<file path="config.mk">
export PLATFORM = sky130hd
export DESIGN_NAME = bkpt_clkstop
export DESIGN_NICKNAME = d
export VERILOG_FILES = /design/src/rtl/bkpt_pkg.sv /design/src/rtl/bkpt_cfg_regs.sv /design/src/rtl/bkpt_event_match.sv /design/src/rtl/bkpt_seq.sv /design/src/rtl/bkpt_clkstop.sv
export SDC_FILE = /design/constraint.sdc
export NUM_CORES = 1
export LEC_CHECK = 0
export ABC_CLOCK_PERIOD_IN_PS = 3800
export BUFFER_PORTS_ARGS = -buffer_cell sky130_fd_sc_hd__buf_4
export CORE_ASPECT_RATIO = 1.4
export CORE_MARGIN = 2
export CORE_UTILIZATION = 50
export CTS_CLUSTER_DIAMETER = 50
export DETAILED_ROUTE_END_ITERATION = 16
export PLACE_DENSITY_LB_ADDON = 0.2
export SYNTH_ARGS = -nofsm -noshare
export SYNTH_HDL_FRONTEND = slang
export SYNTH_SLANG_ARGS = --single-unit
</file>
<file path="constraint.sdc">
create_clock -name clk -period 3.8 [get_ports clk]
set_input_delay 1.14 -clock clk [delete_from_list [all_inputs] [get_ports clk]]
set_output_delay 1.14 -clock clk [all_outputs]
set_load 0.05 [all_outputs]
</file>
<file path="src/rtl/bkpt_pkg.sv">
package bkpt_pkg;
  localparam int CNT_W = 16;
  localparam int CLS_W = 4;
  localparam int EXC_W = 5;

  typedef enum logic [1:0] {
    EV_INSTR = 2'd0,
    EV_MISP  = 2'd1,
    EV_MISS  = 2'd2,
    EV_EXC   = 2'd3
  } ev_sel_e;

  typedef struct packed {
    logic             term;
    ev_sel_e          sel;
    logic [CNT_W-1:0] cmp;
  } stage_cfg_t;

  localparam int CFG_W = $bits(stage_cfg_t);

  // True when one more event brings the running count to the target.
  // A target of zero can never be reached this way.
  function automatic logic count_reaches(input logic [CNT_W-1:0] cnt,
                                         input logic [CNT_W-1:0] target);
    return ({1'b0, cnt} + (CNT_W+1)'(1)) == {1'b0, target};
  endfunction

  function automatic stage_cfg_t decode_stage(input logic [CFG_W-1:0] d);
    stage_cfg_t c;
    c.cmp  = d[CNT_W-1:0];
    c.sel  = ev_sel_e'(d[CNT_W+1:CNT_W]);
    c.term = d[CNT_W+2];
    return c;
  endfunction
endpackage

</file>
<file path="src/rtl/bkpt_cfg_regs.sv">
module bkpt_cfg_regs
  import bkpt_pkg::*;
#(
  parameter int NSTG   = 4,
  parameter int ADDR_W = $clog2(NSTG + 1)
) (
  input  logic                        clk,
  input  logic                        rst_n,
  input  logic                        we,
  input  logic [ADDR_W-1:0]           addr,
  input  logic [CFG_W-1:0]            wdata,
  output stage_cfg_t [NSTG-1:0]       cfg,
  output logic                        enable,
  output logic                        ctl_wr
);
  assign ctl_wr = we && (addr == ADDR_W'(NSTG));

  for (genvar k = 0; k < NSTG; k++) begin : g_stage
    always_ff @(posedge clk or negedge rst_n) begin
      if (!rst_n)
        cfg[k] <= '0;
      else if (we && addr == ADDR_W'(k))
        cfg[k] <= decode_stage(wdata);
    end
  end

  always_ff @(posedge clk or negedge rst_n) begin
    if (!rst_n)      enable <= 1'b0;
    else if (ctl_wr) enable <= wdata[0];
  end
endmodule

</file>
<file path="src/rtl/bkpt_event_match.sv">
module bkpt_event_match
  import bkpt_pkg::*;
(
  input  ev_sel_e          sel,
  input  logic [CNT_W-1:0] cmp,
  input  logic [CNT_W-1:0] cnt,
  input  logic             instr_valid,
  input  logic [CLS_W-1:0] instr_class,
  input  logic             mispredict,
  input  logic             cache_miss,
  input  logic             exc_valid,
  input  logic [EXC_W-1:0] exc_code,
  output logic             cnt_ev,
  output logic             hit
);
  always_comb begin
    cnt_ev = 1'b0;
    hit    = 1'b0;
    unique case (sel)
      EV_INSTR: hit = instr_valid && (instr_class == cmp[CLS_W-1:0]);
      EV_MISP: begin
        cnt_ev = mispredict;
        hit    = mispredict && count_reaches(cnt, cmp);
      end
      EV_MISS: begin
        cnt_ev = cache_miss;
        hit    = cache_miss && count_reaches(cnt, cmp);
      end
      EV_EXC:   hit = exc_valid && (exc_code == cmp[EXC_W-1:0]);
      default:  hit = 1'b0;
    endcase
  end
endmodule

</file>
<file path="src/rtl/bkpt_seq.sv">
module bkpt_seq
  import bkpt_pkg::*;
#(
  parameter int NSTG  = 4,
  parameter int STG_W = $clog2(NSTG)
) (
  input  logic             clk,
  input  logic             rst_n,
  input  logic             enable,
  input  logic             restart_cfg,
  input  logic             release_i,
  input  logic             hit,
  input  logic             cnt_ev,
  input  logic             term,
  output logic [STG_W-1:0] stage,
  output logic [CNT_W-1:0] cnt,
  output logic             halted,
  output logic [STG_W-1:0] halt_stage,
  output logic             fire,
  output logic             adv
);
  logic running;
  logic last_stage;

  assign running    = enable && !halted && !release_i && !restart_cfg;
  assign last_stage = term || (stage == STG_W'(NSTG - 1));
  assign fire       = running && hit && last_stage;
  assign adv        = running && hit && !last_stage;

  always_ff @(posedge clk or negedge rst_n) begin
    if (!rst_n) begin
      halted     <= 1'b0;
      halt_stage <= '0;
    end else if (release_i) begin
      halted     <= 1'b0;
    end else if (fire) begin
      halted     <= 1'b1;
      halt_stage <= stage;
    end
  end

  always_ff @(posedge clk or negedge rst_n) begin
    if (!rst_n) begin
      stage <= '0;
      cnt   <= '0;
    end else if (release_i || restart_cfg) begin
      stage <= '0;
      cnt   <= '0;
    end else if (adv) begin
      stage <= stage + STG_W'(1);
      cnt   <= '0;
    end else if (running && cnt_ev) begin
      cnt   <= cnt + CNT_W'(1);
    end
  end
endmodule

</file>
<file path="src/rtl/bkpt_clkstop.sv">
module bkpt_clkstop
  import bkpt_pkg::*;
#(
  parameter int NSTG   = 4,
  parameter int STG_W  = $clog2(NSTG),
  parameter int ADDR_W = $clog2(NSTG + 1)
) (
  input  logic              clk,
  input  logic              rst_n,
  input  logic              cfg_we,
  input  logic [ADDR_W-1:0] cfg_addr,
  input  logic [CFG_W-1:0]  cfg_wdata,
  input  logic              instr_valid,
  input  logic [CLS_W-1:0]  instr_class,
  input  logic              mispredict,
  input  logic              cache_miss,
  input  logic              exc_valid,
  input  logic [EXC_W-1:0]  exc_code,
  input  logic              dbg_release,
  output logic              core_clk_en,
  output logic [STG_W-1:0]  halt_stage,
  output logic [STG_W-1:0]  seq_stage
);
  stage_cfg_t [NSTG-1:0] stage_cfg;
  stage_cfg_t            cur_cfg;
  logic                  seq_enable;
  logic                  ctl_wr;
  logic [CNT_W-1:0]      ev_cnt;
  logic                  ev_hit;
  logic                  ev_counted;
  logic                  halted;
  logic                  halt_fire;
  logic                  stage_adv;

  bkpt_cfg_regs #(.NSTG(NSTG), .ADDR_W(ADDR_W)) u_cfg (
    .clk    (clk),
    .rst_n  (rst_n),
    .we     (cfg_we),
    .addr   (cfg_addr),
    .wdata  (cfg_wdata),
    .cfg    (stage_cfg),
    .enable (seq_enable),
    .ctl_wr (ctl_wr)
  );

  assign cur_cfg = stage_cfg[seq_stage];

  bkpt_event_match u_match (
    .sel         (cur_cfg.sel),
    .cmp         (cur_cfg.cmp),
    .cnt         (ev_cnt),
    .instr_valid (instr_valid),
    .instr_class (instr_class),
    .mispredict  (mispredict),
    .cache_miss  (cache_miss),
    .exc_valid   (exc_valid),
    .exc_code    (exc_code),
    .cnt_ev      (ev_counted),
    .hit         (ev_hit)
  );

  bkpt_seq #(.NSTG(NSTG), .STG_W(STG_W)) u_seq (
    .clk         (clk),
    .rst_n       (rst_n),
    .enable      (seq_enable),
    .restart_cfg (ctl_wr),
    .release_i   (dbg_release),
    .hit         (ev_hit),
    .cnt_ev      (ev_counted),
    .term        (cur_cfg.term),
    .stage       (seq_stage),
    .cnt         (ev_cnt),
    .halted      (halted),
    .halt_stage  (halt_stage),
    .fire        (halt_fire),
    .adv         (stage_adv)
  );

  assign core_clk_en = !halted;
endmodule

</file>
==> results of run 1 <==
-- state kept, by name, indices dropped and copies added (netlist names) --
signal            flops
u_cfg.enable          1
u_seq.stage           2
u_seq.cnt            16
u_seq.halt_stage      2
u_cfg.cfg            76
u_seq.halted          1
-- cell type report --
cell class                 instances  area (sq um)  share of cell area (%)
inverter                           6          22.5                   0.382
multi-input combinational        258          2490                    42.2
sequential                        98          2450                    41.6
clock inverter                     6          88.8                    1.51
timing repair buffer              54           430                    7.31
tap                              135           169                    2.87
clock buffer                      10           239                    4.06
-- cell families (layout without fill, tap and decap cells) --
group | Yosys count | in the layout
muxes | 102 | 102
DFF | 98 | 98
and+or+nand+nor | 94 | 94
xor gates and xnor gates | 44 | 44
buffers and inverters | 19 | 76
AOI/OAI and AO/OA | 12 | 12
adders and majority gates | 6 | 6
-- worst paths after layout --
path / from / endpoint
setup reg to reg: u_seq.stage[0] / u_seq.halt_stage[0]
hold / removal: u_cfg.cfg[75] / u_cfg.cfg[75]
hold reg to reg: u_cfg.cfg[75] / u_cfg.cfg[75]
setup / recovery: u_seq.stage[0] / u_seq.halt_stage[0]
max in group asynchronous: rst_n / u_cfg.cfg[17]
min in group asynchronous: rst_n / u_seq.cnt[12]
-- per-layer routing --
| metal | routed length, um | part of all wire [%] | track usage (%) | up-vias |
|---|---|---|---|---|
| li1 | - | - | - | 1466 |
| met4 | 165 | 1.6 | 6.34 | 0 |
| met3 | 224 | 2.1 | 4.17 | 11 |
| met5 | 0 | 0 | 0 | - |
| met1 | 4530 | 43 | 26.8 | 1649 |
| met2 | 5620 | 53 | 35.4 | 37 |
-- report_power, final --
group	switching [uW]	internal, uW	total (uW)
Sequential	95.1	1230	1320
Clock	396	596	992
Combinational	250	342	591
Total	741	2160	2900
-- critical path, cell delays in order, from the launching register on --
cell       delay [ns]
dfrtp_1          0.68
buf_12           0.22
mux4_2           0.53
xnor2_2          0.16
xnor2_1          0.13
or3_1            0.30
a22oi_1          0.23
nand3_1          0.17
a2111oi_4        0.44
mux2_1           0.36
-- layout by cell type, fill, tap and decap left out, types with 3 or more instances in the layout --
cell       instances
nor2_1            28
and3_1             4
nand4_1            9
ha_1               6
buf_4             52
xnor2_1           23
mux4_2            19
mux2_1             3
nor3_1             6
inv_1              6
clkbuf_16          9
xor2_1            15
nor4_1             3
nand2_1           15
xnor3_1            5
mux2_2            79
nand3_1           15
dfrtp_1           98
-- through the flow --
step	hold WS, ns	instances
after floorplan	0.474	375
after global placement	0.483	551
after detailed placement	0.491	551
after CTS	0.506	567
after global routing	0.515	567
final	0.503	567
==> summary.txt, run 1 <==
status -> complete, no violations
CTS Buffer Depth -> 2
most common cell in the netlist -> dfrtp_1
die area -> 0.0109 sq mm
Synth-to-Final Area Change -> 17.3%
layout cells sized above 1 -> 40.5%
final hold violations -> 0
grt ovf -> 0
kind of critical path -> reg2reg
CTS tree -> built
Global Route Usage Sum -> 20.9%
Net count, final -> 472
Yosys cell types -> 43
Post-Syn Nets -> 420
Adder-Cell Fraction of Synth Area -> 1.49%
Synth top area share -> 48.8%
top_reg_cell synth -> dfrtp_1
Post-Route Setup TNS -> 0 ns
CTS Buf Count -> 9
Cell Area, Placed -> 0.00556 sq mm
Vias/cell -> 5.58
setup ws final -> 0.458 ns
Clock Pin Slew Worst Setup and Hold Paths -> 0.07 ns
dpl ws -> 0.407 ns
Synth Area in XOR/XNOR -> 9.19%
Worst-Skew Late Latency -> 0.34 ns
Final Skew -> 0.00667 ns
# Post-CTS Setup Buffers -> 0
fillcell total -> 794
H-tree depth -> 3
Core Region -> 0.00985 sq mm
Synth area leaders -> dfrtp_1 (49%), mux2_2 (18%), mux4_2 (8.5%)
Worst Hold Class -> reg2reg
DRT Pass-1 Iters -> 4
vias in the first global route -> 3340
Final Total Pwr -> 2900 uW
# setup viols final -> 0
Peak supply drop -> 0.382 mV
Root Buffer -> clkbuf_16
Tcrit/Tclk final -> 87.9%
pin count of the biggest net entering global routing -> 52
Slew HR -> 48.9%
minimum clock period -> 3.34 ns
Worst Setup End Kind -> flop
WL per Instance -> 18.6 um
area leader, netlist -> dfrtp_1
FF+latch count, synth -> 98
fin area -> 0.00589 sq mm
MaxCap Viol Count -> 0
ANT nets after route -> 0
ANT cells -> 0
asr flop ratio synth -> 100%
Port Buffers -> 43
RSZ-0062 raised after global routing -> false
Seq/Total Area, Yosys -> 48.8%
Compound-Gate Fraction of Synth Area -> 2.34%
Pleak -> 0.00246 uW
post-synthesis mux area share -> 27.1%
setup slack, reg-to-reg -> 0.46 ns
Power Density -> 493 mW/mm^2
worst path required time -> 4.03 ns
Synth Warn # -> 0
site row count -> 43
startpoint types -> flop
WHS Path Cells -> 1
Max Fclk -> 299 MHz
Synth Area in Simple Gates -> 9.36%
Initial Utilization -> 51.0%
Max Slew Vio Count -> 0
DRC Markers -> 0
global-route wire length before repair -> 16700 um
Tightest Pin Transition -> 0.766 ns
Mapped Cells -> 375
CP arrival -> 3.57 ns
initial antenna violation count -> 0
# clock sinks -> 98
cells on worst reg2reg path -> 9
top post-synthesis cells by count -> dfrtp_1 (98), mux2_2 (79), nor2_1 (29)
syn avg cell area -> 13.4 sq um
GPL Wtd Cong -> 0.817
EDFF count, synth -> 0
Routed WL -> 10500 um
combinational family with the most area after synthesis -> multiplexers
Initial DRC Count -> 176
crit-path max FO -> 10
Util after Layout -> 59.8%
num ports -> 44
CTS resizes -> 0
DP Wirelength -> 7490 um
Die H -> 123 um
post-cts hold buffer count -> 0
DR vias -> 3163
cell area after synthesis -> 0.00502 sq mm
die width -> 88.7 um
Note: power is estimated with default switching activity, not from simulation.
==> run 2, diff against run 1 <==
Settings changed: ABC_AREA set to 1.
==> run 2 against run 1 <==
  * Maximum frequency grew 9.7%
  * First-iteration DRC count grew 85%
  * Non-clock buffer count shrank 2
  * Sequential share of layout area shrank 2.2 points
  * Die area grew 8.3%
  * Global-route usage grew 2.3 points
  * Sequential power is essentially flat
  * Final area grew 5.5%
  * Worst setup slack gained 0.29 ns
  * Flip-flop and latch count is the same
  * Critical path type unchanged
==> summary.txt, run 2 <==
Vias/cell -> 5.15 (was 5.58)
Routed WL -> 13000 um (was 10500 um)
Post-Route Setup TNS -> 0 ns (unchanged)
top_reg_cell synth -> dfrtp_1 (unchanged)
vias in the first global route -> 4548 (was 3340)
crit-path max FO -> 18 (was 10)
kind of critical path -> reg2reg (unchanged)
Synth Warn # -> 0 (unchanged)
Power Density -> 505 mW/mm^2 (was 493 mW/mm^2)
CTS resizes -> 0 (unchanged)
Clock Pin Slew Worst Setup and Hold Paths -> 0.07 ns (about the same)
EDFF count, synth -> 0 (unchanged)
Worst Setup End Kind -> flop (unchanged)
Core Region -> 0.0108 sq mm (was 0.00985 sq mm)
Worst-Skew Late Latency -> 0.35 ns (was 0.34 ns)
# clock sinks -> 98 (unchanged)
status -> complete, no violations (unchanged)
final hold violations -> 0 (unchanged)
CP arrival -> 3.33 ns (was 3.57 ns)
Max Slew Vio Count -> 0 (unchanged)
post-cts hold buffer count -> 0 (unchanged)
most common cell in the netlist -> nand2_1 (was dfrtp_1)
pin count of the biggest net entering global routing -> 99 (was 52)
CTS Buf Count -> 9 (unchanged)
Port Buffers -> 43 (unchanged)
Global Route Usage Sum -> 23.2% (was 20.9%)
syn avg cell area -> 7.11 sq um (was 13.4 sq um)
Cell Area, Placed -> 0.00588 sq mm (was 0.00556 sq mm)
DR vias -> 4871 (was 3163)
# Post-CTS Setup Buffers -> 0 (unchanged)
# setup viols final -> 0 (unchanged)
ANT cells -> 0 (unchanged)
cell area after synthesis -> 0.00546 sq mm (was 0.00502 sq mm)
die area -> 0.0118 sq mm (was 0.0109 sq mm)
worst hold slack -> 0.486 ns (was 0.503 ns)
dpl ws -> 0.816 ns (was 0.407 ns)
worst path required time -> 4.08 ns (was 4.03 ns)
Mapped Cells -> 768 (was 375)
Tightest Pin Transition -> 0.546 ns (was 0.766 ns)
CTS Buffer Depth -> 2 (unchanged)
global-route wire length before repair -> 21600 um (was 16700 um)
area leader, netlist -> dfrtp_1 (unchanged)
initial antenna violation count -> 0 (unchanged)
die width -> 92.3 um (was 88.7 um)
Final Skew -> 0.00593 ns (was 0.00667 ns)
GPL Wtd Cong -> 0.900 (was 0.817)
MaxCap Viol Count -> 0 (unchanged)
asr flop ratio synth -> 100% (unchanged)
layout cells sized above 1 -> 11.4% (was 40.5%)
Slew HR -> 63.6% (was 48.9%)
CTS tree -> built (unchanged)
Synth top area share -> 44.9% (was 48.8%)
fin area -> 0.00621 sq mm (was 0.00589 sq mm)
Seq/Total Area, Yosys -> 44.9% (was 48.8%)
Root Buffer -> clkbuf_16 (unchanged)
Pleak -> 0.00309 uW (was 0.00246 uW)
num ports -> 44 (unchanged)
Post-Syn Nets -> 813 (was 420)
site row count -> 45 (was 43)
Synth area leaders -> dfrtp_1 (45%), nand2_1 (19%), o21ai_0 (9.3%) (was dfrtp_1 (49%), mux2_2 (18%), mux4_2 (8.5%))
most frequent cells in the layout -> nand2_1 (282), o21ai_0 (101), dfrtp_1 (98) (was dfrtp_1 (98), mux2_2 (79), buf_4 (52))
Multi-input gate area -> 0.00252 sq mm (was 0.00249 sq mm)
most common cell after layout, fill and taps aside -> nand2_1 (was dfrtp_1)
Peak supply drop -> 0.363 mV (was 0.382 mV)
Synth-to-Final Area Change -> 13.8% (was 17.3%)
Net count, final -> 845 (was 472)
RSZ-0062 raised after global routing -> false (unchanged)
minimum clock period -> 3.05 ns (was 3.34 ns)
grt ovf -> 0 (unchanged)
Yosys cell types -> 35 (was 43)
fillcell total -> 1039 (was 794)
DP Wirelength -> 8950 um (was 7490 um)
Tcrit/Tclk final -> 80.2% (was 87.9%)
Initial DRC Count -> 325 (was 176)
Worst Hold Class -> reg2reg (unchanged)
Initial Utilization -> 50.8% (was 51.0%)
DRT Pass-1 Iters -> 5 (was 4)
ANT nets after route -> 0 (unchanged)
Reg area -> 0.00245 sq mm (unchanged)
Die H -> 128 um (was 123 um)
FF+latch count, synth -> 98 (unchanged)
max reg flops -> 76 (unchanged)
top post-synthesis cells by count -> nand2_1 (282), o21ai_0 (101), dfrtp_1 (98) (was dfrtp_1 (98), mux2_2 (79), nor2_1 (29))
startpoint types -> flop (unchanged)
top flop regs -> u_cfg.cfg: 76 flops, u_seq.cnt: 16 flops (unchanged)
Util after Layout -> 57.8% (was 59.8%)
Top reg by flops -> u_cfg.cfg (unchanged)
WL per Instance -> 13.7 um (was 18.6 um)
Max Fclk -> 328 MHz (was 299 MHz)
DRC Markers -> 0 (unchanged)
H-tree depth -> 3 (unchanged)
setup ws final -> 0.753 ns (was 0.458 ns)
[run 2: cell count changes after synthesis, moves of 19 or more]
cell	before	now
o21ai_0	2	101
xnor2_1	23	3
mux2_2	79	0
mux4_2	19	0
inv_1	6	84
nand3_1	15	54
nand2_1	15	282
[run 2: kinds of logic after synthesis]
logic type                 Yosys count  share of synthesized area (%)
buffers and inverters              118                           8.94
xor gates and xnor gates             7                           1.12
DFF                                 98                           44.9
adders and majority gates            6                           1.38
AOI/OAI and AO/OA                  125                           11.9
and+or+nand+nor                    414                           31.7
[run 2: cell type report]
type	count	share of cell area, %
clock buffers	10	3.85
clock inverters	6	1.57
inverters	87	5.26
multi-input cells	552	40.5
flip-flops and latches	98	39.5
well taps	141	2.84
repair buffers	52	6.48
[run 2: per-layer routing]
metal  track usage [%]  vias to the layer above  wire length, um
li1                  -                     2478                -
met1              30.2                     2248             5880
met2              39.5                      125             6330
met3              3.30                       20              526
met4              8.34                        0              268
met5                 0                        -                0
[run 2: final timing paths]
| kind | startpoint | end | slack [ns] | depth (start not counted) |
|---|---|---|---|---|
| max in group asynchronous | rst_n | u_cfg.cfg[15] | 2.55 | 2 |
| hold reg to reg | u_cfg.cfg[20] | u_cfg.cfg[20] | 0.49 | 2 |
| setup reg to reg | u_seq.stage[0] | u_seq.stage[0] | 0.75 | 18 |
| setup / recovery | u_seq.stage[0] | u_seq.stage[0] | 0.75 | 18 |
| hold / removal | u_cfg.cfg[20] | u_cfg.cfg[20] | 0.49 | 2 |
| min in group asynchronous | rst_n | u_seq.cnt[5] | 0.82 | 2 |
[run 2: per-stage QoR]
stage / cells / power (uW)
finish: 946 / 3140
global route: 946 / 3340
CTS: 946 / 3160
detailed placement: 930 / 2130
global placement: 930 / 2110
floorplan: 768 / 1890
[run 2: power by group]
group	leakage, uW	switching, uW	total [uW]	internal (uW)
Clock	0.000159	418	1020	604
Sequential	0.00126	99.7	1310	1210
Combinational	0.00168	521	811	290
[run 2: critical path, cell delays in order, from the launching register on]
cell and delay, ns:
dfrtp_1 0.57, inv_2 0.28, nand2_1 0.08, a32oi_1 0.31, inv_1 0.11, ha_1 0.30, a21boi_0 0.17, nand2_1 0.07
nor2_1 0.12, nand2_1 0.06, nor2_1 0.08, nand2_1 0.06, nor2_1 0.08, nand2_1 0.08, nand2_2 0.08, nand3_2 0.10
nand2_4 0.27, nand2_1 0.09, nand2_1 0.07
